<file path="src/rtl/smbcfg_pkg.sv">
`timescale 1ns/1ps
package smbcfg_pkg;

  typedef enum logic [1:0] {
    MD_IDLE = 2'd0,
    MD_RX   = 2'd1,
    MD_TX   = 2'd2,
    MD_SKIP = 2'd3
  } xfer_mode_e;

  typedef enum logic [1:0] {
    ST_ADDR = 2'd0,
    ST_CMD  = 2'd1,
    ST_CNT  = 2'd2,
    ST_DATA = 2'd3
  } rx_stage_e;

  // Power-up contents of each bank entry
  function automatic logic [7:0] reg_default(input int idx);
    case (idx)
      0:       return 8'hF6;
      1:       return 8'h3F;
      2:       return 8'hE0;
      3:       return 8'h7E;
      default: return 8'h00;
    endcase
  endfunction

  // Address byte carries the 7-bit device address above the direction bit
  function automatic logic addr_hit(input logic [7:0] addr_byte, input logic [6:0] dev);
    return addr_byte[7:1] == dev;
  endfunction

  // Open-drain enable that puts a data bit on the line
  function automatic logic drive_for(input logic bit_val);
    return ~bit_val;
  endfunction

endpackage

</file>
<file path="src/rtl/smbcfg_line_sync.sv">
`timescale 1ns/1ps
module smbcfg_line_sync #(
  parameter int STAGES = 2
) (
  input  logic clk,
  input  logic rst_n,
  input  logic scl_in,
  input  logic sda_in,
  output logic scl_s,
  output logic sda_s,
  output logic scl_rise,
  output logic scl_fall,
  output logic start_det,
  output logic stop_det
);
  localparam int CW = 2 * STAGES;

  logic [CW-1:0] chain_q;
  logic [1:0]    prev_q;
  logic [1:0]    cur;

  // Both lines pass through the same depth so their relative order is kept
  always_ff @(posedge clk or negedge rst_n) begin
    if (!rst_n) chain_q <= '1;
    else        chain_q <= {chain_q[CW-3:0], sda_in, scl_in};
  end

  assign cur = chain_q[CW-1:CW-2];

  always_ff @(posedge clk or negedge rst_n) begin
    if (!rst_n) prev_q <= 2'b11;
    else        prev_q <= cur;
  end

  assign scl_s     = cur[0];
  assign sda_s     = cur[1];
  assign scl_rise  =  scl_s & ~prev_q[0];
  assign scl_fall  = ~scl_s &  prev_q[0];
  assign start_det =  scl_s &  prev_q[0] &  prev_q[1] & ~sda_s;
  assign stop_det  =  scl_s &  prev_q[0] & ~prev_q[1] &  sda_s;

endmodule

</file>
<file path="src/rtl/smbcfg_regs.sv">
`timescale 1ns/1ps
module smbcfg_regs
  import smbcfg_pkg::*;
#(
  parameter int NUM_REGS = 6,
  parameter int IDX_W    = 4
) (
  input  logic                  clk,
  input  logic                  rst_n,
  input  logic                  wr_en,
  input  logic [IDX_W-1:0]      wr_idx,
  input  logic [7:0]            wr_data,
  input  logic [IDX_W-1:0]      rd_idx,
  output logic [7:0]            rd_data,
  output logic [NUM_REGS*8-1:0] cfg_flat
);

  genvar g;
  generate
    for (g = 0; g < NUM_REGS; g++) begin : g_byte
      logic [7:0] byte_q;
      always_ff @(posedge clk or negedge rst_n) begin
        if (!rst_n)                                   byte_q <= reg_default(g);
        else if (wr_en && (wr_idx == IDX_W'(g)))      byte_q <= wr_data;
      end
      assign cfg_flat[g*8 +: 8] = byte_q;
    end
  endgenerate

  // Reads past the last entry return an all-ones (released) byte
  always_comb begin
    rd_data = 8'hFF;
    for (int i = 0; i < NUM_REGS; i++) begin
      if (rd_idx == IDX_W'(i)) rd_data = cfg_flat[i*8 +: 8];
    end
  end


  regs_hold_chk: assert property (@(posedge clk) disable iff (!rst_n)
    !$past(wr_en) |-> $stable(cfg_flat))
    else $error("bank changed without a write strobe");

endmodule

</file>
<file path="src/rtl/smbcfg_frame.sv">
`timescale 1ns/1ps
module smbcfg_frame
  import smbcfg_pkg::*;
#(
  parameter logic [6:0] DEV_ADDR = 7'h69,
  parameter int         NUM_REGS = 6,
  parameter int         MAX_DATA = 10,
  parameter int         CNT_W    = 4
) (
  input  logic             clk,
  input  logic             rst_n,
  input  logic             scl_s,
  input  logic             sda_s,
  input  logic             scl_rise,
  input  logic             scl_fall,
  input  logic             start_det,
  input  logic             stop_det,
  input  logic [7:0]       rd_data,
  output logic             sda_oe,
  output logic             wr_en,
  output logic [CNT_W-1:0] wr_idx,
  output logic [7:0]       wr_data,
  output logic [CNT_W-1:0] rd_idx
);
  localparam logic [7:0] COUNT_BYTE = 8'(NUM_REGS);
  localparam logic [3:0] BIT_ACK    = 4'd8;
  localparam logic [3:0] BIT_DONE   = 4'd9;

  xfer_mode_e       mode_q;
  rx_stage_e        stage_q;
  logic [3:0]       bit_cnt_q;
  logic [7:0]       shift_q;
  logic             rw_q;
  logic             master_ack_q;
  logic             sda_oe_q;
  logic [CNT_W-1:0] data_cnt_q;
  logic [CNT_W-1:0] tx_idx_q;

  // Named events
  logic rx_bit, byte_done, ack_end, addr_match, data_room, data_kept;
  logic tx_shift_ev, tx_release_ev, tx_ack_ev, tx_next_ev;

  assign rx_bit        = (mode_q == MD_RX) & scl_rise & (bit_cnt_q < BIT_ACK);
  assign byte_done     = (mode_q == MD_RX) & scl_fall & (bit_cnt_q == BIT_ACK);
  assign ack_end       = (mode_q == MD_RX) & scl_fall & (bit_cnt_q == BIT_DONE);
  assign addr_match    = addr_hit(shift_q, DEV_ADDR);
  assign data_room     = data_cnt_q < CNT_W'(MAX_DATA);
  assign data_kept     = data_cnt_q < CNT_W'(NUM_REGS);
  assign tx_shift_ev   = (mode_q == MD_TX) & scl_fall & (bit_cnt_q >= 4'd1) & (bit_cnt_q <= 4'd7);
  assign tx_release_ev = (mode_q == MD_TX) & scl_fall & (bit_cnt_q == BIT_ACK);
  assign tx_ack_ev     = (mode_q == MD_TX) & scl_rise & (bit_cnt_q == BIT_ACK);
  assign tx_next_ev    = (mode_q == MD_TX) & scl_fall & (bit_cnt_q == BIT_DONE);

  assign wr_en   = byte_done & (stage_q == ST_DATA) & data_room & data_kept;
  assign wr_idx  = data_cnt_q;
  assign wr_data = shift_q;
  assign rd_idx  = tx_idx_q;
  assign sda_oe  = sda_oe_q;

  always_ff @(posedge clk or negedge rst_n) begin
    if (!rst_n) begin
      mode_q       <= MD_IDLE;
      stage_q      <= ST_ADDR;
      bit_cnt_q    <= '0;
      shift_q      <= '0;
      rw_q         <= 1'b0;
      master_ack_q <= 1'b0;
      sda_oe_q     <= 1'b0;
      data_cnt_q   <= '0;
      tx_idx_q     <= '0;
    end else if (start_det) begin
      mode_q     <= MD_RX;
      stage_q    <= ST_ADDR;
      bit_cnt_q  <= '0;
      sda_oe_q   <= 1'b0;
      data_cnt_q <= '0;
      tx_idx_q   <= '0;
    end else if (stop_det) begin
      mode_q    <= MD_IDLE;
      bit_cnt_q <= '0;
      sda_oe_q  <= 1'b0;
    end else begin
      case (mode_q)
        MD_RX: begin
          if (rx_bit) begin
            shift_q   <= {shift_q[6:0], sda_s};
            bit_cnt_q <= bit_cnt_q + 4'd1;
          end else if (byte_done) begin
            if (stage_q == ST_ADDR) begin
              if (addr_match) begin
                sda_oe_q  <= 1'b1;
                rw_q      <= shift_q[0];
                bit_cnt_q <= BIT_DONE;
              end else begin
                mode_q <= MD_SKIP;
              end
            end else if ((stage_q == ST_DATA) && !data_room) begin
              mode_q <= MD_SKIP;
            end else begin
              sda_oe_q  <= 1'b1;
              bit_cnt_q <= BIT_DONE;
              if (stage_q == ST_DATA) data_cnt_q <= data_cnt_q + CNT_W'(1);
            end
          end else if (ack_end) begin
            bit_cnt_q <= '0;
            if ((stage_q == ST_ADDR) && rw_q) begin
              mode_q   <= MD_TX;
              shift_q  <= COUNT_BYTE;
              sda_oe_q <= drive_for(COUNT_BYTE[7]);
            end else begin
              sda_oe_q <= 1'b0;
              if (stage_q != ST_DATA) stage_q <= rx_stage_e'(stage_q + 2'd1);
            end
          end
        end
        MD_TX: begin
          if (scl_rise && (bit_cnt_q < BIT_ACK)) begin
            bit_cnt_q <= bit_cnt_q + 4'd1;
          end else if (tx_ack_ev) begin
            master_ack_q <= ~sda_s;
            bit_cnt_q    <= BIT_DONE;
          end else if (tx_shift_ev) begin
            shift_q  <= {shift_q[6:0], 1'b0};
            sda_oe_q <= drive_for(shift_q[6]);
          end else if (tx_release_ev) begin
            sda_oe_q <= 1'b0;
          end else if (tx_next_ev) begin
            if (master_ack_q) begin
              shift_q   <= rd_data;
              sda_oe_q  <= drive_for(rd_data[7]);
              bit_cnt_q <= '0;
              if (tx_idx_q < CNT_W'(NUM_REGS)) tx_idx_q <= tx_idx_q + CNT_W'(1);
            end else begin
              mode_q   <= MD_SKIP;
              sda_oe_q <= 1'b0;
            end
          end
        end
        default: ;
      endcase
    end
  end


  oe_scl_low_chk: assert property (@(posedge clk) disable iff (!rst_n)
    ((sda_oe_q != $past(sda_oe_q)) && !$past(start_det) && !$past(stop_det)) |-> !scl_s)
    else $error("SDA enable moved while SCL high");


  skip_silent_chk: assert property (@(posedge clk) disable iff (!rst_n)
    (mode_q == MD_SKIP) |-> !sda_oe_q)
    else $error("SDA driven in an ignored frame");


  rx_bits_free_chk: assert property (@(posedge clk) disable iff (!rst_n)
    ((mode_q == MD_RX) && (bit_cnt_q < BIT_ACK)) |-> !sda_oe_q)
    else $error("SDA driven while the master sends bits");


  tx_ack_free_chk: assert property (@(posedge clk) disable iff (!rst_n)
    ((mode_q == MD_TX) && (bit_cnt_q == BIT_DONE)) |-> !sda_oe_q)
    else $error("SDA driven in the master acknowledge slot");

endmodule

</file>
<file path="src/rtl/smbcfg_slave.sv">
`timescale 1ns/1ps
module smbcfg_slave #(
  parameter logic [6:0] DEV_ADDR    = 7'h69,
  parameter int         NUM_REGS    = 6,
  parameter int         MAX_DATA    = 10,
  parameter int         SYNC_STAGES = 2
) (
  input  logic                  clk,
  input  logic                  rst_n,
  input  logic                  scl_in,
  input  logic                  sda_in,
  output logic                  sda_oe,
  output logic [NUM_REGS*8-1:0] cfg_bytes
);
  localparam int TOP_CNT = (MAX_DATA > NUM_REGS) ? MAX_DATA : NUM_REGS;
  localparam int CNT_W   = $clog2(TOP_CNT + 1);

  logic             scl_s, sda_s, scl_rise, scl_fall, start_det, stop_det;
  logic             wr_en;
  logic [CNT_W-1:0] wr_idx, rd_idx;
  logic [7:0]       wr_data, rd_data;

  smbcfg_line_sync #(.STAGES(SYNC_STAGES)) u_sync (
    .clk       (clk),
    .rst_n     (rst_n),
    .scl_in    (scl_in),
    .sda_in    (sda_in),
    .scl_s     (scl_s),
    .sda_s     (sda_s),
    .scl_rise  (scl_rise),
    .scl_fall  (scl_fall),
    .start_det (start_det),
    .stop_det  (stop_det)
  );

  smbcfg_frame #(
    .DEV_ADDR (DEV_ADDR),
    .NUM_REGS (NUM_REGS),
    .MAX_DATA (MAX_DATA),
    .CNT_W    (CNT_W)
  ) u_frame (
    .clk       (clk),
    .rst_n     (rst_n),
    .scl_s     (scl_s),
    .sda_s     (sda_s),
    .scl_rise  (scl_rise),
    .scl_fall  (scl_fall),
    .start_det (start_det),
    .stop_det  (stop_det),
    .rd_data   (rd_data),
    .sda_oe    (sda_oe),
    .wr_en     (wr_en),
    .wr_idx    (wr_idx),
    .wr_data   (wr_data),
    .rd_idx    (rd_idx)
  );

  smbcfg_regs #(
    .NUM_REGS (NUM_REGS),
    .IDX_W    (CNT_W)
  ) u_regs (
    .clk      (clk),
    .rst_n    (rst_n),
    .wr_en    (wr_en),
    .wr_idx   (wr_idx),
    .wr_data  (wr_data),
    .rd_idx   (rd_idx),
    .rd_data  (rd_data),
    .cfg_flat (cfg_bytes)
  );

endmodule

</file>
<file path="config.mk">
export PLATFORM = sky130hd
export DESIGN_NAME = smbcfg_slave
export DESIGN_NICKNAME = d
export VERILOG_FILES = /design/src/rtl/smbcfg_pkg.sv /design/src/rtl/smbcfg_line_sync.sv /design/src/rtl/smbcfg_regs.sv /design/src/rtl/smbcfg_frame.sv /design/src/rtl/smbcfg_slave.sv
export SDC_FILE = /design/constraint.sdc
export NUM_CORES = 1
export LEC_CHECK = 0
export ABC_CLOCK_PERIOD_IN_PS = 3900
export BUFFER_PORTS_ARGS = -buffer_cell sky130_fd_sc_hd__buf_2
export CAP_MARGIN = 20
export CORE_MARGIN = 2
export CORE_UTILIZATION = 46
export CTS_BUF_LIST = sky130_fd_sc_hd__clkbuf_4
export DETAILED_ROUTE_END_ITERATION = 7
export PLACE_DENSITY = 0.72
export SLEW_MARGIN = 20
export SYNTH_ARGS = -nofsm -noshare
export SYNTH_HDL_FRONTEND = slang
export SYNTH_HIERARCHICAL = 1
export SYNTH_SLANG_ARGS = --single-unit
</file>
<file path="constraint.sdc">
create_clock -name clk -period 3.9 [get_ports clk]
set_input_delay 0.195 -clock clk [delete_from_list [all_inputs] [get_ports clk]]
set_output_delay 0.195 -clock clk [all_outputs]
set_load 0.1 [all_outputs]
</file>
### Word-level counts from Yosys, hierarchy flattened

Index checks and enable logic that the tools add are counted.

* flip-flop bits (word level): 81
* input bits: 4
* output and inout port bits: 49
* logic and storage cells: 238

* $add $sub $neg: 4
* order comparisons: 6
* equal/unequal tests: 56
* muxes and demuxes: 90
* bitwise logic cells: 32
* reductions and logical operators: 33

Operators by type and width (number)
* $mux W4: 32
* $mux W8: 16
* $mux W2: 23
* $ne A6 B6 Y1 const B: 6
* $ne A2 B2 Y1 const B: 13
* $ne A4 B4 Y1 const B: 6
* $and A1 B1 Y1: 22
* $reduce_and A7 Y1: 3
* $reduce_bool A2 Y1: 10
* $eq A4 B2 Y1 const B: 4
* $eq A4 B3 Y1 const B: 4
* $pmux W8 S2: 1
* $reduce_and A8 Y1: 2
* $mux W1: 15
* $ne A7 B6 Y1 const B: 2
* $add A4 B1 Y4 const B: 3
* $ne A6 B3 Y1 const B: 2
* $ne A6 B4 Y1 const B: 2
* $reduce_and A12 Y1: 1
* $reduce_and A11 Y1: 1
* $not A1 Y1: 10
* $logic_and A1 B1 Y1: 9
* $ne A3 B1 Y1 const B: 3
* $ne A3 B2 Y1 const B: 3
* 22 further kinds: 28

### Logic depth before layout (Yosys ltp)

* depth in word-level cells: 17
* mapped depth: 9
* depth with buffers taken out: 8

### Modules after synthesis

The synthesis kept the hierarchy.

Modules (own cells, without submodules)
* smbcfg_regs: instances 1, cells an instance 162, area an instance 2306.0 um2, seq. area each 1227.4 um2
* smbcfg_frame: instances 1, cells an instance 194, area an instance 1923.1 um2, seq. area each 675.6 um2
* smbcfg_line_sync: instances 1, cells an instance 10, area an instance 190.2 um2, seq. area each 157.7 um2

### Worst setup path before layout

OpenSTA, ideal clock, no wires.

* path kind: register to register
* start: register u_sync.prev_q[0]
* end: register u_regs.g_byte[2].byte_q[0]
* setup time: 0.126 ns
* arrival: 2.970 ns
* data required time: 3.774 ns
* setup slack: 0.805 ns
* stages on the path, launching flop included: 9
* path buffers: 1
* period minus slack after synthesis: 3.095 ns
* path through: dfstp_2 nor2b_1 and4b_4 nand2_2 a2111oi_0 nor3b_4 and3b_1 buf_6 mux2_2

* longest elaborated chain between the ends: 7

Ends and longest elaborated chain
* from (decl): line smbcfg_line_sync.sv:19 `logic [1:0] prev_q;`
* from (signal assigned): line smbcfg_line_sync.sv:32 `else prev_q <= cur;`
* $and A1 B1 Y1: line smbcfg_line_sync.sv:38 `assign scl_fall = ~scl_s & prev_q[0];`
* net scl_fall: line smbcfg_slave.sv:18 `logic scl_s, sda_s, scl_rise, scl_fall, start_det, stop_det;`
* $and A1 B1 Y1 (2 in series): line smbcfg_frame.sv:44 `assign byte_done = (mode_q == MD_RX) & scl_fall & (bit_cnt_q == BIT_ACK);`
* $and A1 B1 Y1 (3 in series): line smbcfg_frame.sv:54 `assign wr_en = byte_done & (stage_q == ST_DATA) & data_room & data_kept;`
* net wr_en: line smbcfg_slave.sv:19 `logic wr_en;`
* $logic_and A1 B1 Y1: line smbcfg_regs.sv:24 `else if (wr_en && (wr_idx == IDX_W'(g))) byte_q <= wr_data;`
* to (signal assigned): line smbcfg_regs.sv:23 `if (!rst_n) byte_q <= reg_default(g);`
* to (signal assigned): line smbcfg_regs.sv:24
* to (decl): line smbcfg_regs.sv:21 `logic [7:0] byte_q;`

The timed path passes the listed nets, and every way through them passes these cells.
A chain may end at the register's enable or synchronous reset.

### Final worst setup path

* start: register u_sync.prev_q[0]
* end: register u_regs.g_byte[2].byte_q[1]

Same word-level chain as after synthesis.

==> out/qor.txt <==
Drt total wl = 10,200 um
Power per cell area = 458 mW/mm^2
Fmax = 316 MHz
Setup Skew = 0.0192 ns
Initial Util = 0.476
Slew HR = 0.402
Mapped Nets = 380
Largest net degree at the start of global routing = 82
Critical Path RT = 4.25 ns
Slew of the pin with the lowest slew margin = 0.897 ns
Core Region = 0.00928 mm^2
Largest delay share family, worst path = simple AND/OR/NAND/NOR gates
Post-synth top area share = 0.306
Post-synth cell types = 78
Critical Path End Type = register
Count leader, synth = mux2_2
CTS clk-pin slew, worst paths = 0.14 ns
DRC = 0
Overall power = 0.00228 W
Initial antenna violation count = 0
GPL Wtd Cong = 0.891
Share of cells above drive strength 1 = 0.420
Die span in x = 102 um
Vias in the first global route = 3,198
Final antenna-violating net count = 0
Via/cell ratio = 5.76
Remaining Overflow, GRT = 0
First-pass GRT wire length = 16,500 um
Crit path max-delay cell type = dfstp_2
Row cnt = 35
CP max stage delay = 0.56 ns
EDFF count, synth = 0
PortBufs = 52
CP startpoint kind = register
Cell taking the most area after synthesis = dfrtp_1
Main synth FF type = dfrtp_1
Clock Latency Late Sink = 0.45 ns
Synth area leaders = dfrtp_1 (31%), dfstp_2 (16%), mux2_2 (14%)
DR iter-0 viols = 195
Crit path buffers/inverters = 1
Pre-antenna DRT Iters = 4
Reg2Reg Depth = 8
Number of stages on the worst setup path = 8
Final period util = 0.810
Final Net Count = 433
Crit Path Category = register to register
Leak = 2.38 nW
Setup TNS = 0 ns
Die Ht = 102 um
Depth of the CTS H-tree = 3
Synthesized area per cell = 12.1 um^2
Wire per inst = 18.4 um
Async S/R FF share, synth = 1.00
CP Max Fanout = 8
Mapped Cells = 366
CTS Buf Count = 9
Capture point of the worst reg-to-reg path = u_regs/g_byte[2].byte_q[1]
Maxcap violations = 0
DR vias = 3,186
Flops & latches, synth = 81
Clock Sinks = 81
Post-synth top cells = mux2_2 (56), dfrtp_1 (54), dfstp_2 (27), nor2_1 (27), mux2i_1 (15)
Clock buffer depth = 2
DP HPWL = 7230 um
Setup violators final = 0
R2R setup slack = 0.74 ns
Worst min-delay path class = primary input to asynchronous set/reset pin
Final min period = 3.16 ns
Pins Over Slew Limit = 0
Status = finished, final reports clean
IO Pins = 53
Cells along the critical path = nor2b_1, and4b_4, nand2_2, a2111oi_0, buf_4, nor3b_4, and3b_1, mux2_2
Worst path arrival time = 3.51 ns
Die ar. = 0.0104 mm^2
Post-CTS sizing = 0
Root Driver = clkbuf_4
Register area share after synthesis = 0.466
Worst vdd ir = 0.178 mV
Final Hold Fails = 0
R2R Path Start = u_sync/prev_q[0]
Antenna diodes = 0
Layout area overhead = 12.7%
Unrepaired setup endpoints after global routing = no
Worst hold margin = 0.307 ns
CTS tree = built
Yosys warning total = 6
GRT Total Usage = 0.206
Synthesized cell area = 0.00442 mm^2
-- state kept, by name (all words and copies together) (netlist names) --
name and flops:
u_frame/rw_q 1, u_regs/g_byte.byte_q 48, u_frame/wr_idx 4, u_frame/wr_data 8, u_frame/stage_q 2, u_frame/rd_idx 4
u_sync/chain_q 4, u_frame/bit_cnt_q 4, u_frame/mode_q 2, u_frame/master_ack_q 1, u_frame/sda_oe 1, u_sync/prev_q 2
-- metrics by stage --
stage                     instance area (um^2)  utilization  std cells  setup slack (ns)
after global placement                    4770        0.514        534             0.852
after CTS                                 4980        0.536        553             0.728
after detailed placement                  4770        0.514        534             0.743
final                                     4980        0.537        553             0.740
after global routing                      4980        0.537        553             0.474
after floorplan                           4420            -        366             0.805
-- per-layer routing --
layer / GRT usage / wire (um)
met5: 0 / 0
met4: 0.0728 / 191
met3: 0.0417 / 499
met2: 0.326 / 4850
met1: 0.282 / 4650
-- how the worst max path moves through the flow --
stage / startpoint / endpoint / slack (ns)
2_1_floorplan: u_sync/prev_q[0] / u_regs/g_byte[2].byte_q[0] / 0.80
3_3_place_gp: u_sync/prev_q[0] / u_regs/g_byte[2].byte_q[3] / 0.85
3_5_place_dp: u_sync/prev_q[0] / u_regs/g_byte[2].byte_q[1] / 0.74
4_1_cts: u_sync/prev_q[0] / u_regs/g_byte[2].byte_q[1] / 0.73
5_1_grt: u_sync/prev_q[0] / u_regs/g_byte[2].byte_q[1] / 0.47
6_report: u_sync/prev_q[0] / u_regs/g_byte[2].byte_q[1] / 0.74
-- placed cells by master (no fill, tap or decap), types with 3 or more instances in the layout --
| cell | netlist | routed |
|---|---|---|
| clkbuf_4 | 0 | 9 |
| o22ai_1 | 5 | 5 |
| mux2i_1 | 15 | 15 |
| ha_1 | 10 | 10 |
| a221oi_1 | 7 | 7 |
| mux2_1 | 8 | 8 |
| nand2_1 | 8 | 8 |
| nor3b_4 | 3 | 3 |
| dlygate4sd3_1 | 0 | 3 |
| a21oi_1 | 13 | 13 |
| nor2b_1 | 7 | 7 |
| nor2_1 | 27 | 27 |
| dfstp_2 | 27 | 27 |
| buf_2 | 6 | 51 |
| dfrtp_1 | 54 | 54 |
| inv_1 | 13 | 13 |
| nor3b_1 | 3 | 3 |
| nand4b_1 | 3 | 3 |
| nor4_1 | 4 | 4 |
| inv_6 | 0 | 3 |
| and4b_1 | 3 | 3 |
| a32oi_1 | 7 | 7 |
| mux2_2 | 56 | 56 |
| xnor2_1 | 3 | 3 |
| nand2b_1 | 5 | 5 |
| nor3_1 | 6 | 6 |
-- repair_timing --
action                    4_1_cts  5_1_grt
hold buffers                    3        0
hold endpoints to repair       56        0
setup buffers                   0        0
-- power breakdown --
group | total [W] | switching [W] | internal [W]
clock network | 0.000607 | 0.000334 | 0.000273
registers | 0.00100 | 0.0000986 | 0.000902
logic | 0.000675 | 0.000393 | 0.000282
-- cells by family after synthesis --
group | share of synthesized area
simple gates | 0.146
flops | 0.466
fa+ha+maj | 0.0283
compound gates | 0.111
xor+xnor | 0.00991
mux | 0.206
buf+inv | 0.0331
-- area by class of cell --
type / count / area [um^2]
Sequential cell: 81 / 2060
Clock buffer: 9 / 67.6
Fill cell: 825 / 4300
Multi-Input combinational cell: 255 / 2210
Tap cell: 129 / 161
Clock inverter: 7 / 111
Inverter: 15 / 56.3
Timing Repair Buffer: 57 / 312
No activity file was read; power rests on OpenSTA's default activity.
